`src/rtl/isr_pkg.sv`:
```
package isr_pkg;

    // In-service state: one flag per priority group
    typedef struct packed {
        logic hi;
        logic lo;
    } isr_flags_t;

    localparam int unsigned LEVELS = 2;
    localparam int unsigned LVL_LO = 0;
    localparam int unsigned LVL_HI = 1;

endpackage

```
`src/rtl/isr_pick.sv`:
```
// Fixed-order picker: lowest-numbered asserted request wins.
module isr_pick #(
    parameter int unsigned NUM_SRC = 8,
    parameter int unsigned IDX_W   = 3
) (
    input  logic [NUM_SRC-1:0] req_i,
    output logic               hit_o,
    output logic [IDX_W-1:0]   idx_o
);

    always_comb begin
        hit_o = 1'b0;
        idx_o = '0;
        for (int i = NUM_SRC - 1; i >= 0; i--) begin
            if (req_i[i]) begin
                hit_o = 1'b1;
                idx_o = IDX_W'(i);
            end
        end
    end

endmodule

```
`src/rtl/isr_arbiter.sv`:
```
// Splits requests by level, picks within each level, gates by in-service state.
module isr_arbiter
    import isr_pkg::*;
#(
    parameter int unsigned NUM_SRC = 8,
    parameter int unsigned IDX_W   = 3
) (
    input  logic [NUM_SRC-1:0] pend_i,
    input  logic [NUM_SRC-1:0] prio_hi_i,
    input  logic               glb_en_i,
    input  isr_flags_t         flags_i,
    output logic               elig_o,
    output logic               sel_hi_o,
    output logic [IDX_W-1:0]   sel_idx_o
);

    logic [NUM_SRC-1:0] lvl_req [LEVELS];
    logic               lvl_hit [LEVELS];
    logic [IDX_W-1:0]   lvl_idx [LEVELS];

    assign lvl_req[LVL_LO] = pend_i & ~prio_hi_i;
    assign lvl_req[LVL_HI] = pend_i &  prio_hi_i;

    for (genvar g = 0; g < LEVELS; g++) begin : g_lvl
        isr_pick #(
            .NUM_SRC(NUM_SRC),
            .IDX_W  (IDX_W)
        ) pick_i (
            .req_i(lvl_req[g]),
            .hit_o(lvl_hit[g]),
            .idx_o(lvl_idx[g])
        );
    end

    logic hi_ok;
    logic lo_ok;

    always_comb begin
        hi_ok     = glb_en_i && !flags_i.hi && lvl_hit[LVL_HI];
        lo_ok     = glb_en_i && !flags_i.hi && !flags_i.lo && lvl_hit[LVL_LO];
        elig_o    = hi_ok || lo_ok;
        sel_hi_o  = hi_ok;
        sel_idx_o = hi_ok ? lvl_idx[LVL_HI] : lvl_idx[LVL_LO];
    end

endmodule

```
`src/rtl/isr_flags.sv`:
```
// In-service flag pair: set by grants, unwound one level per return.
module isr_flags
    import isr_pkg::*;
(
    input  logic       clk,
    input  logic       rst_n,
    input  logic       fire_i,
    input  logic       fire_hi_i,
    input  logic       ret_i,
    output isr_flags_t flags_o
);

    isr_flags_t flags_d;
    isr_flags_t flags_q;

    always_comb begin
        flags_d = flags_q;
        if (ret_i) begin
            if (flags_q.hi) begin
                flags_d.hi = 1'b0;
            end else begin
                flags_d.lo = 1'b0;
            end
        end
        if (fire_i) begin
            flags_d.lo = 1'b1;
            if (fire_hi_i) begin
                flags_d.hi = 1'b1;
            end
        end
    end

    always_ff @(posedge clk or negedge rst_n) begin
        if (!rst_n) begin
            flags_q <= '0;
        end else begin
            flags_q <= flags_d;
        end
    end

    assign flags_o = flags_q;

endmodule

```
`src/rtl/isr_tracker.sv`:
```
module isr_tracker
    import isr_pkg::*;
#(
    parameter int unsigned NUM_SRC = 8,
    localparam int unsigned IDX_W  = (NUM_SRC > 1) ? $clog2(NUM_SRC) : 1
) (
    input  logic               clk,
    input  logic               rst_n,
    input  logic [NUM_SRC-1:0] pend_i,
    input  logic [NUM_SRC-1:0] prio_hi_i,
    input  logic               glb_en_i,
    input  logic               ack_i,
    input  logic               ret_i,
    output logic               irq_o,
    output logic               grant_vld_o,
    output logic [IDX_W-1:0]   grant_idx_o,
    output logic               grant_hi_o
);

    isr_flags_t       flags;
    logic             elig;
    logic             sel_hi;
    logic [IDX_W-1:0] sel_idx;
    logic             fire;

    isr_arbiter #(
        .NUM_SRC(NUM_SRC),
        .IDX_W  (IDX_W)
    ) arb_i (
        .pend_i   (pend_i),
        .prio_hi_i(prio_hi_i),
        .glb_en_i (glb_en_i),
        .flags_i  (flags),
        .elig_o   (elig),
        .sel_hi_o (sel_hi),
        .sel_idx_o(sel_idx)
    );

    assign fire = elig && ack_i;

    isr_flags flags_i (
        .clk      (clk),
        .rst_n    (rst_n),
        .fire_i   (fire),
        .fire_hi_i(sel_hi),
        .ret_i    (ret_i),
        .flags_o  (flags)
    );

    assign irq_o       = elig;
    assign grant_vld_o = fire;
    assign grant_idx_o = sel_idx;
    assign grant_hi_o  = sel_hi;

endmodule

```
`config.mk`:
```
export PLATFORM = sky130hd
export DESIGN_NAME = isr_tracker
export DESIGN_NICKNAME = d
export VERILOG_FILES = /design/src/rtl/isr_pkg.sv /design/src/rtl/isr_pick.sv /design/src/rtl/isr_arbiter.sv /design/src/rtl/isr_flags.sv /design/src/rtl/isr_tracker.sv
export SDC_FILE = /design/constraint.sdc
export NUM_CORES = 1
export LEC_CHECK = 0
export ABC_AREA = 1
export BUFFER_PORTS_ARGS = -buffer_cell sky130_fd_sc_hd__buf_2
export CORE_AREA = 2 2 39 41
export DETAILED_ROUTE_END_ITERATION = 8
export DIE_AREA = 0 0 41 43
export PLACE_DENSITY = 0.59
export SYNTH_ARGS = -nofsm -noshare
export SYNTH_HDL_FRONTEND = slang
export SYNTH_SLANG_ARGS = --single-unit
```
`constraint.sdc`:
```
create_clock -name clk -period 1.85 [get_ports clk]
set_input_delay 0.555 -clock clk [delete_from_list [all_inputs] [get_ports clk]]
set_output_delay 0.555 -clock clk [all_outputs]
set_load 0.1 [all_outputs]
```
* Yosys cells after proc, flatten, opt, wreduce, memory -nomap -nowiden
Index checks and enable logic that the tools add are counted.
** Word-level totals
- Register bits after elaboration :: 2
- Input port bits :: 21
- Output and inout port bits :: 6
- Word-level logic and storage cells :: 53
** Cells by class
- Equality and inequality tests :: 1
- Mux-type cells :: 37
- Bitwise gates (word level) :: 3
- Reduce and logical (&&, ||, !) cells :: 10
** Operators with widths (count)
- two-way mux 3 bit :: 17
- two-way mux 1 bit :: 18
- bitwise AND 8 bit :: 2
- inverter 8 bit :: 1
- logical AND 1 bit :: 5
- two-way mux 2 bit :: 2
- logical NOT 1 bit :: 2
- != test 2 bit, second input constant :: 1
- AND reduction 2 bit :: 1
- nonzero test 2 bit :: 1
- logical OR 1 bit :: 1

* Longest topological paths before layout
Gate-level depths: netlist (run 1).
- Depth after elaboration :: 15
- Mapped depth :: 10
- Mapped depth without buffers :: 10

* Cells and area by module
Synthesis (run 1) repeated with hierarchy kept, for this count alone.
** Second synthesis, totals
- Cells, all modules :: 104
- Area, all modules :: 485.5 µm²
** By module, submodules not included
- isr_arbiter :: times used 1, cells an instance 49, area each 198.9 µm², sequential area each 0.0 µm²
- isr_pick :: times used 2, cells an instance 22, area each 98.8 µm², sequential area each 0.0 µm²
- isr_flags :: times used 1, cells an instance 9, area each 81.3 µm², sequential area each 50.0 µm²
- isr_tracker :: times used 1, cells an instance 2, area each 7.5 µm², sequential area each 0.0 µm²

* Least setup slack after synthesis (run 1)
OpenSTA, ideal clock, no wires.
- Path kind :: input to output
- Start :: input port prio_hi_i[3]
- End :: output port grant_idx_o[2]
- Arrival time :: 2.608 ns
- Required time :: 1.295 ns
- Path slack :: -1.313 ns
- Stages on the path :: 7
- Path buffers :: 0
- Cell sequence :: nand2_1 nand2_1 nor2_2 nand2_2 nand2_4 inv_4 o22ai_1
** On the way
- Word-level cells in the longest chain between the ends :: 7
- Elaborated cells between the ends (all ways) :: 17
- Classes of those cells :: mux: 13; bitwise: 3; reduce/logical: 1
** Ends and longest elaborated chain
- start, declared :: RTL line isr_tracker.sv:10 : input logic [NUM_SRC-1:0] prio_hi_i,
- bitwise AND 8 bit :: RTL line isr_arbiter.sv:22 : assign lvl_req[LVL_HI] = pend_i & prio_hi_i;
- two-way mux 1 bit (4 in a row) :: RTL line isr_pick.sv:15 : if (req_i[i]) begin
- logical AND 1 bit :: RTL line isr_arbiter.sv:39 : hi_ok = glb_en_i && !flags_i.hi && lvl_hit[LVL_HI];
- net grant_hi_o :: RTL line isr_tracker.sv:17 : output logic grant_hi_o
- two-way mux 3 bit :: RTL line isr_arbiter.sv:43 : sel_idx_o = hi_ok ? lvl_idx[LVL_HI] : lvl_idx[LVL_LO];
- end, declared :: RTL line isr_tracker.sv:16 : output logic [IDX_W-1:0] grant_idx_o,
The timed path passes the listed nets, and every way through them passes these cells.

* Worst setup path after layout (run 1)
- Start :: input port prio_hi_i[0]
- End :: output port grant_idx_o[0]
** On the way
- Word-level cells in the longest chain between the ends :: 4
- Elaborated cells between the ends (all ways) :: 8
- Classes of those cells :: mux: 4; bitwise: 3; reduce/logical: 1
** Ends and longest elaborated chain (RTL line)
- bitwise AND 8 bit / inverter 8 bit (equally long branches) :: isr_arbiter.sv:22, isr_arbiter.sv:21
- two-way mux 1 bit / bitwise AND 8 bit (equally long branches) :: isr_pick.sv:15, isr_arbiter.sv:21
- logical AND 1 bit / two-way mux 3 bit (equally long branches) :: isr_arbiter.sv:39, isr_pick.sv:15
- two-way mux 3 bit * :: isr_arbiter.sv:43
Every way passes the cells marked *; elsewhere a longest branch is shown, timed or not.

==> results.cfg, run 1 <==
[sta]
min_period_over_period_pct = 115
setup_violations = 6
hold_viol = 0
rsz0062_at_grt = true
fin_tns_setup_ns = -1.43
worst_slack_ns = -0.284
tightest_slew_ns = 0.281
fin_crit_ns = 2.13
clock_skew_ns = 0.00452
slew_violations = 0
max_freq_mhz = 469
slew_headroom_pct = 81.1

[setup_path]
critPathMaxFanout = 4
r2r_setup_slack_ns = 0.47
crit_chain = buf_6 > nand2_4 > nand2_4 > nor2_4 > nand2_4 > nand2_8 > inv_12 > nor2_4 > nand2_4 > nand2_8 > buf_12
critical_path_buf_inv_count = 3
worstSetupEndpointType = output pin
start_kind = primary input
r2r-start = flags_i.flags_o[1]$_DFF_PN0_
worstSetupEndpoint = grant_idx_o[0]
cpMaxStageDelayCell = buf_12
crit_path_start = prio_hi_i[0]
cp_common_cell = nand2_4
arrival_ns = 1.58
path_depth = 11
path_delay_family = simple AND/OR/NAND/NOR gates
reg2reg_to = flags_i.flags_o[0]$_DFFE_PN0P_
max_stage_delay_ns = 0.16
required_ns = 1.29
reg2regPathDepth = 10
critPathKind = primary input to output pin

[finish]
nFillCells = 77
fin_nets = 154
instances_no_fill = 147
largest_reg_flops = 2
synthToLayoutAreaGrowth_pct = 193
antenna_cells = 0
drive_gt1_share_pct = 68.7

[global_routing]
grt_max_degree = 5
grt_pass1_wl_mm = 2.62
grt_usage_pct = 21.4
grt.overflow.total = 0
antenna_found_initial = 0
grt_pass1_vias = 642

[floorplan]
chipWidth_um = 41
die_area_mm2 = 0.00176
num_rows = 14
initial_core_util_pct = 28.7
die_h_um = 43
pin_count = 27
core_region_area_mm2 = 0.00138

[route]
wl_per_cell_um = 12.5
top_layer_used = met4
drt_iter0_markers = 16
vias = 703
wl_met3_um = 83
drt-met1-wl_um = 624
wl_met2_mm = 1.07
routed_wl_mm = 1.84
vias_per_cell = 4.78
ant_nets = 0
drcViolationCount = 0
drt-pass1-iter-count = 4

[yosys]
ys_seq_elements = 2
ys_seq_area_share_pct = 12.6
syn_inst = 83
yosysUniqueCellTypes = 15
syn_nets = 104
avgSynthCellArea_um2 = 4.78
syn_area_um2 = 397
ys_warn_count = 0

[pwr]
vdd_drop_max_mv = 0.376
leakage_uw = 0.000629
power.density_mw_per_mm2 = 584

[clock_tree]
cts_sinks = 2
cts_max_level = 1
postCtsHoldBufs = 0
clk_latency_ns = 0.23
cts_tree = built
cts_buffers = 3
path_clk_slew_ns = 0.03
clockRootBuffer = clkbuf_4
cts_buffer_depth = 2

[hold_path]
hp-class = primary input to async pin

[status]
violations = setup timing
status = finished with violations

[placement]
place_congestion = 0.777
dp_hpwl_mm = 1.11
dp.cells = 138
portBuffers = 26

[run]
cap_violations = 0
metal layers:
layer,global-route usage [%],vias up
met5,0,-
li1,-,346
met2,40.6,28
met1,21.7,321
met3,3.66,8
met4,6.00,0
Yosys cell counts, drive strengths merged:
| master | instances | area, um^2 |
|---|---|---|
| nand2 | 49 | 196 |
| inv | 15 | 58.8 |
| nor2 | 8 | 37.5 |
| o21ai | 3 | 15.0 |
| dfrtp | 2 | 50.1 |
| nand3 | 2 | 10.0 |
| a31o | 1 | 8.76 |
| nand4 | 1 | 6.26 |
| o21bai | 1 | 7.51 |
| o22ai | 1 | 6.26 |
what timing repair did:
item,4_1_cts,5_1_grt
gates cloned,0,0
setup buffers,3,3
endpoints found under the setup margin,6,6
pin swaps,22,17
gates resized for setup,41,17
worst min-delay path by stage:
stage | startpoint | end | slack (ns) | cells past startpoint
2_1_floorplan | rst_n | flags_i.flags_o[0]$_DFFE_PN0P_ | 0.26 | 0
3_3_place_gp | rst_n | flags_i.flags_o[1]$_DFF_PN0_ | 0.34 | 1
3_5_place_dp | rst_n | flags_i.flags_o[0]$_DFFE_PN0P_ | 0.35 | 1
4_1_cts | rst_n | flags_i.flags_o[0]$_DFFE_PN0P_ | 0.10 | 1
5_1_grt | rst_n | flags_i.flags_o[0]$_DFFE_PN0P_ | 0.10 | 1
6_report | rst_n | flags_i.flags_o[0]$_DFFE_PN0P_ | 0.11 | 1
final cells by class:
cell class,instances,area (um^2),area share (%)
clock buffer,3,22.5,1.94
inverter,15,72.6,6.25
multi-input combinational,66,529,45.6
sequential,2,50.0,4.31
tap,16,20.0,1.72
timing repair buffer,45,467,40.2
through the flow:
step | util [%] | hold slack [ns] | total power, uW | setup WS, ns | instance area [um^2]
2_1_floorplan | - | 0.259 | 328 | -0.414 | 542
3_3_place_gp | 63.6 | 0.339 | 490 | -0.383 | 880
6_report | 83.9 | 0.107 | 679 | -0.284 | 1160
3_5_place_dp | 63.6 | 0.347 | 496 | -0.361 | 880
4_1_cts | 78.5 | 0.102 | 653 | -0.255 | 1090
5_1_grt | 83.9 | 0.104 | 711 | -0.326 | 1160
report_power, final:
part,switching [uW],total [uW],internal [uW]
registers,3.53,55.1,51.6
clock network,27.8,99.5,71.8
logic,304,524,220
cells by family (layout without fill, tap and decap cells):
kind of cell | after synthesis | after routing | synth area share [%]
AOI/OAI and AO/OA | 6 | 6 | 9.46
DFF | 2 | 2 | 12.6
buffers and inverters | 15 | 63 | 14.8
and+or+nand+nor | 60 | 60 | 63.1
cells in the final DEF (no fill, tap or decap), drive strengths merged:
| cell type | synthesis | routed |
|---|---|---|
| o22ai | 1 | 1 |
| nand2 | 49 | 49 |
| inv | 15 | 14 |
| nand3 | 2 | 2 |
| o21ai | 3 | 3 |
| dfrtp | 2 | 2 |
| clkbuf | 0 | 3 |
| nand4 | 1 | 1 |
| nor2 | 8 | 8 |
| buf | 0 | 45 |
| clkinvlp | 0 | 1 |
| a31o | 1 | 1 |
| o21bai | 1 | 1 |
Power figures use the tool's default switching activity.
==> inputs of run 2 (changes only) <==
--- a/config.mk
+++ b/config.mk
@@ -5,7 +5,6 @@
 export SDC_FILE = /design/constraint.sdc
 export NUM_CORES = 1
 export LEC_CHECK = 0
-export ABC_AREA = 1
 export BUFFER_PORTS_ARGS = -buffer_cell sky130_fd_sc_hd__buf_2
 export CORE_AREA = 2 2 39 41
 export DETAILED_ROUTE_END_ITERATION = 8
==> run 2 against run 1 <==
The flow still finishes with violations (setup timing); clock skew down 0.0032 ns; critical path depth down 4; sequential power is 1% lower; worst hold slack better by 0.0014 ns; sequential cell count is the same; largest power group unchanged.
==> results.cfg, run 2 <==
[status]
status = finished with violations
violations = setup timing

[sta]
rsz0062_at_grt = true
whs_ns = 0.108
slew_headroom_pct = 78.9
worst_slack_ns = -0.651
tightest_slew_ns = 0.315
hold_viol = 0
max_freq_mhz = 400
slew_violations = 0
fin_crit_ns = 2.50
setup_violations = 7
fin_tns_setup_ns = -3.32
min_period_over_period_pct = 135
clock_skew_ns = 0.00135

[setup_path]
max_stage_delay_ns = 0.31
crit_chain = buf_2 > a22oi_2 > nand2_1 > o21a_4 > buf_6 > a221oi_4 > buf_12
start_kind = primary input
arrival_ns = 1.95
worstSetupEndpointType = output pin
crit_path_start = pend_i[1]
required_ns = 1.29
critPathKind = primary input to output pin
path_delay_family = compound AO/OA/AOI/OAI gates
cpMaxStageDelayCell = a221oi_4
r2r-start = flags_i.flags_o[1]$_DFF_PN0_
critical_path_buf_inv_count = 3
critPathMaxFanout = 4

[clock_tree]
path_clk_slew_ns = 0.03
cts_sinks = 2
cts_max_level = 1
cts_buffer_depth = 2
postCtsHoldBufs = 0
clockRootBuffer = clkbuf_4
cts_buffers = 3
cts_tree = built
clk_latency_ns = 0.23

[placement]
dpl_cell_area_um2 = 875
portBuffers = 26
dp_hpwl_mm = 1.26
dp_slack_ns = -0.727
place_congestion = 0.746

[hold_path]
hp-class = primary input to async pin

[finish]
antenna_cells = 0
synthToLayoutAreaGrowth_pct = 154
fin_nets = 133
final_common_cell = buf_4
drive_gt1_share_pct = 73.6
largest_reg_flops = 2
final_cell_mix = buf_4, buf_2, nand2_1, buf_12
final_area_mm2 = 0.00101

[global_routing]
antenna_found_initial = 0
grt.overflow.total = 0
grt_usage_pct = 20.2
grt_pass1_wl_mm = 2.53
grt_max_degree = 6
grt_pass1_vias = 675

[route]
vias = 651
routed_wl_mm = 1.59
drt_iter0_markers = 6
vias_per_cell = 5.17
ant_nets = 0
drt-pass1-iter-count = 4
wl_per_cell_um = 12.6
drcViolationCount = 0

[pwr]
power.density_mw_per_mm2 = 645
vdd_drop_max_mv = 0.277
leakage_uw = 0.000491

[yosys]
syn_area_um2 = 398
ys_seq_elements = 2
syn_inst = 52
yosys.area.top_type_share_pct = 12.6
synth.top_cells.by_area = dfrtp_1, nand2b_1, o21ai_0
ys_warn_count = 0
yosysUniqueCellTypes = 25
postSynth.asyncResetShare_pct = 100
ys_seq_area_share_pct = 12.6
synthFlopType = dfrtp_1
netlist_top_cells_count = nand2_1, nand2b_1, o21ai_0
synth_edf_count = 0
syn_nets = 73
avgSynthCellArea_um2 = 7.65
synth_area_leader_cell = dfrtp_1

[run]
cap_violations = 0

[floorplan]
core_region_area_mm2 = 0.00138
die_h_um = 43
die_area_mm2 = 0.00176
num_rows = 14
chipWidth_um = 41
initial_core_util_pct = 28.8
pin_count = 27
## run 2: cell count changes after synthesis, sizes merged, moves of 2 or more
cell    previous run  this run
a22oi              0         4
nor2b              0         2
a31oi              0         2
o21ai              3         6
nand2b             0         8
nand2             49         6
a32o               0         2
inv               15         4
a21oi              0         2
nor2               8         2
## run 2: final cells by class
type                       count  area, um^2
timing repair buffer          56         465
multi-input combinational     45         437
fill                          96         374
sequential                     2        50.0
clock buffer                   3        22.5
tap                           16        20.0
inverter                       4        15.0
## run 2: final timing paths
path	slack, ns	to	depth (start not counted)
min in group clk	0.56	flags_i.flags_o[1]$_DFF_PN0_	2
max in group asynchronous	1.64	flags_i.flags_o[1]$_DFF_PN0_	1
hold / removal	0.11	flags_i.flags_o[0]$_DFFE_PN0P_	1
setup reg to reg	0.45	flags_i.flags_o[0]$_DFFE_PN0P_	7
setup / recovery	-0.65	grant_idx_o[0]	7
hold reg to reg	0.59	flags_i.flags_o[1]$_DFF_PN0_	2
## run 2: cells by family (layout without fill, tap and decap cells)
| family | count (synthesis) | in the layout | synth area share [%] |
|---|---|---|---|
| AO/OA/AOI/OAI | 24 | 24 | 48.7 |
| XOR/XNOR | 1 | 1 | 2.20 |
| AND/OR/NAND/NOR | 20 | 20 | 29.9 |
| flip-flops | 2 | 2 | 12.6 |
| buffers and inverters | 5 | 63 | 6.60 |
## run 2: where the power goes
group	switching (uW)	internal (uW)	leakage, uW	total, uW
clock network	27.3	71.7	0.0000138	99.0
registers	2.96	51.6	0.0000247	54.5
logic	273	224	0.000452	498
total	304	348	0.000491	651
## run 2: what timing repair did
action / in CTS / in global routing
buffers inserted: 1 / 3
hold endpoints to repair: 0 / 0
pin swaps: 5 / 6
setup endpoints to repair: 7 / 7
gates resized for setup: 17 / 1
## run 2: layer usage
metal,vias to the layer above,global-route usage (%),part of all wire [%]
li1,316,-,-
met1,303,21.1,36
met2,28,37.5,57
met3,4,3.66,5.0
met4,0,6.00,1.8
met5,-,0,0
## run 2: per-stage QoR
step	cells	utilization (%)	power, uW
after global placement	119	63.2	508
after floorplan	52	-	328
final	126	73.0	651
after global routing	126	73.0	685
after detailed placement	119	63.2	514
after CTS	123	71.0	642
## run 2: worst reg2reg max path, delay by kind of cell (launching register included)
family / cells / cell delay, ns
and+or+nand+nor: 2 / 0.30
DFF: 1 / 0.37
AOI/OAI and AO/OA: 2 / 0.29
buffers and inverters: 3 / 0.38
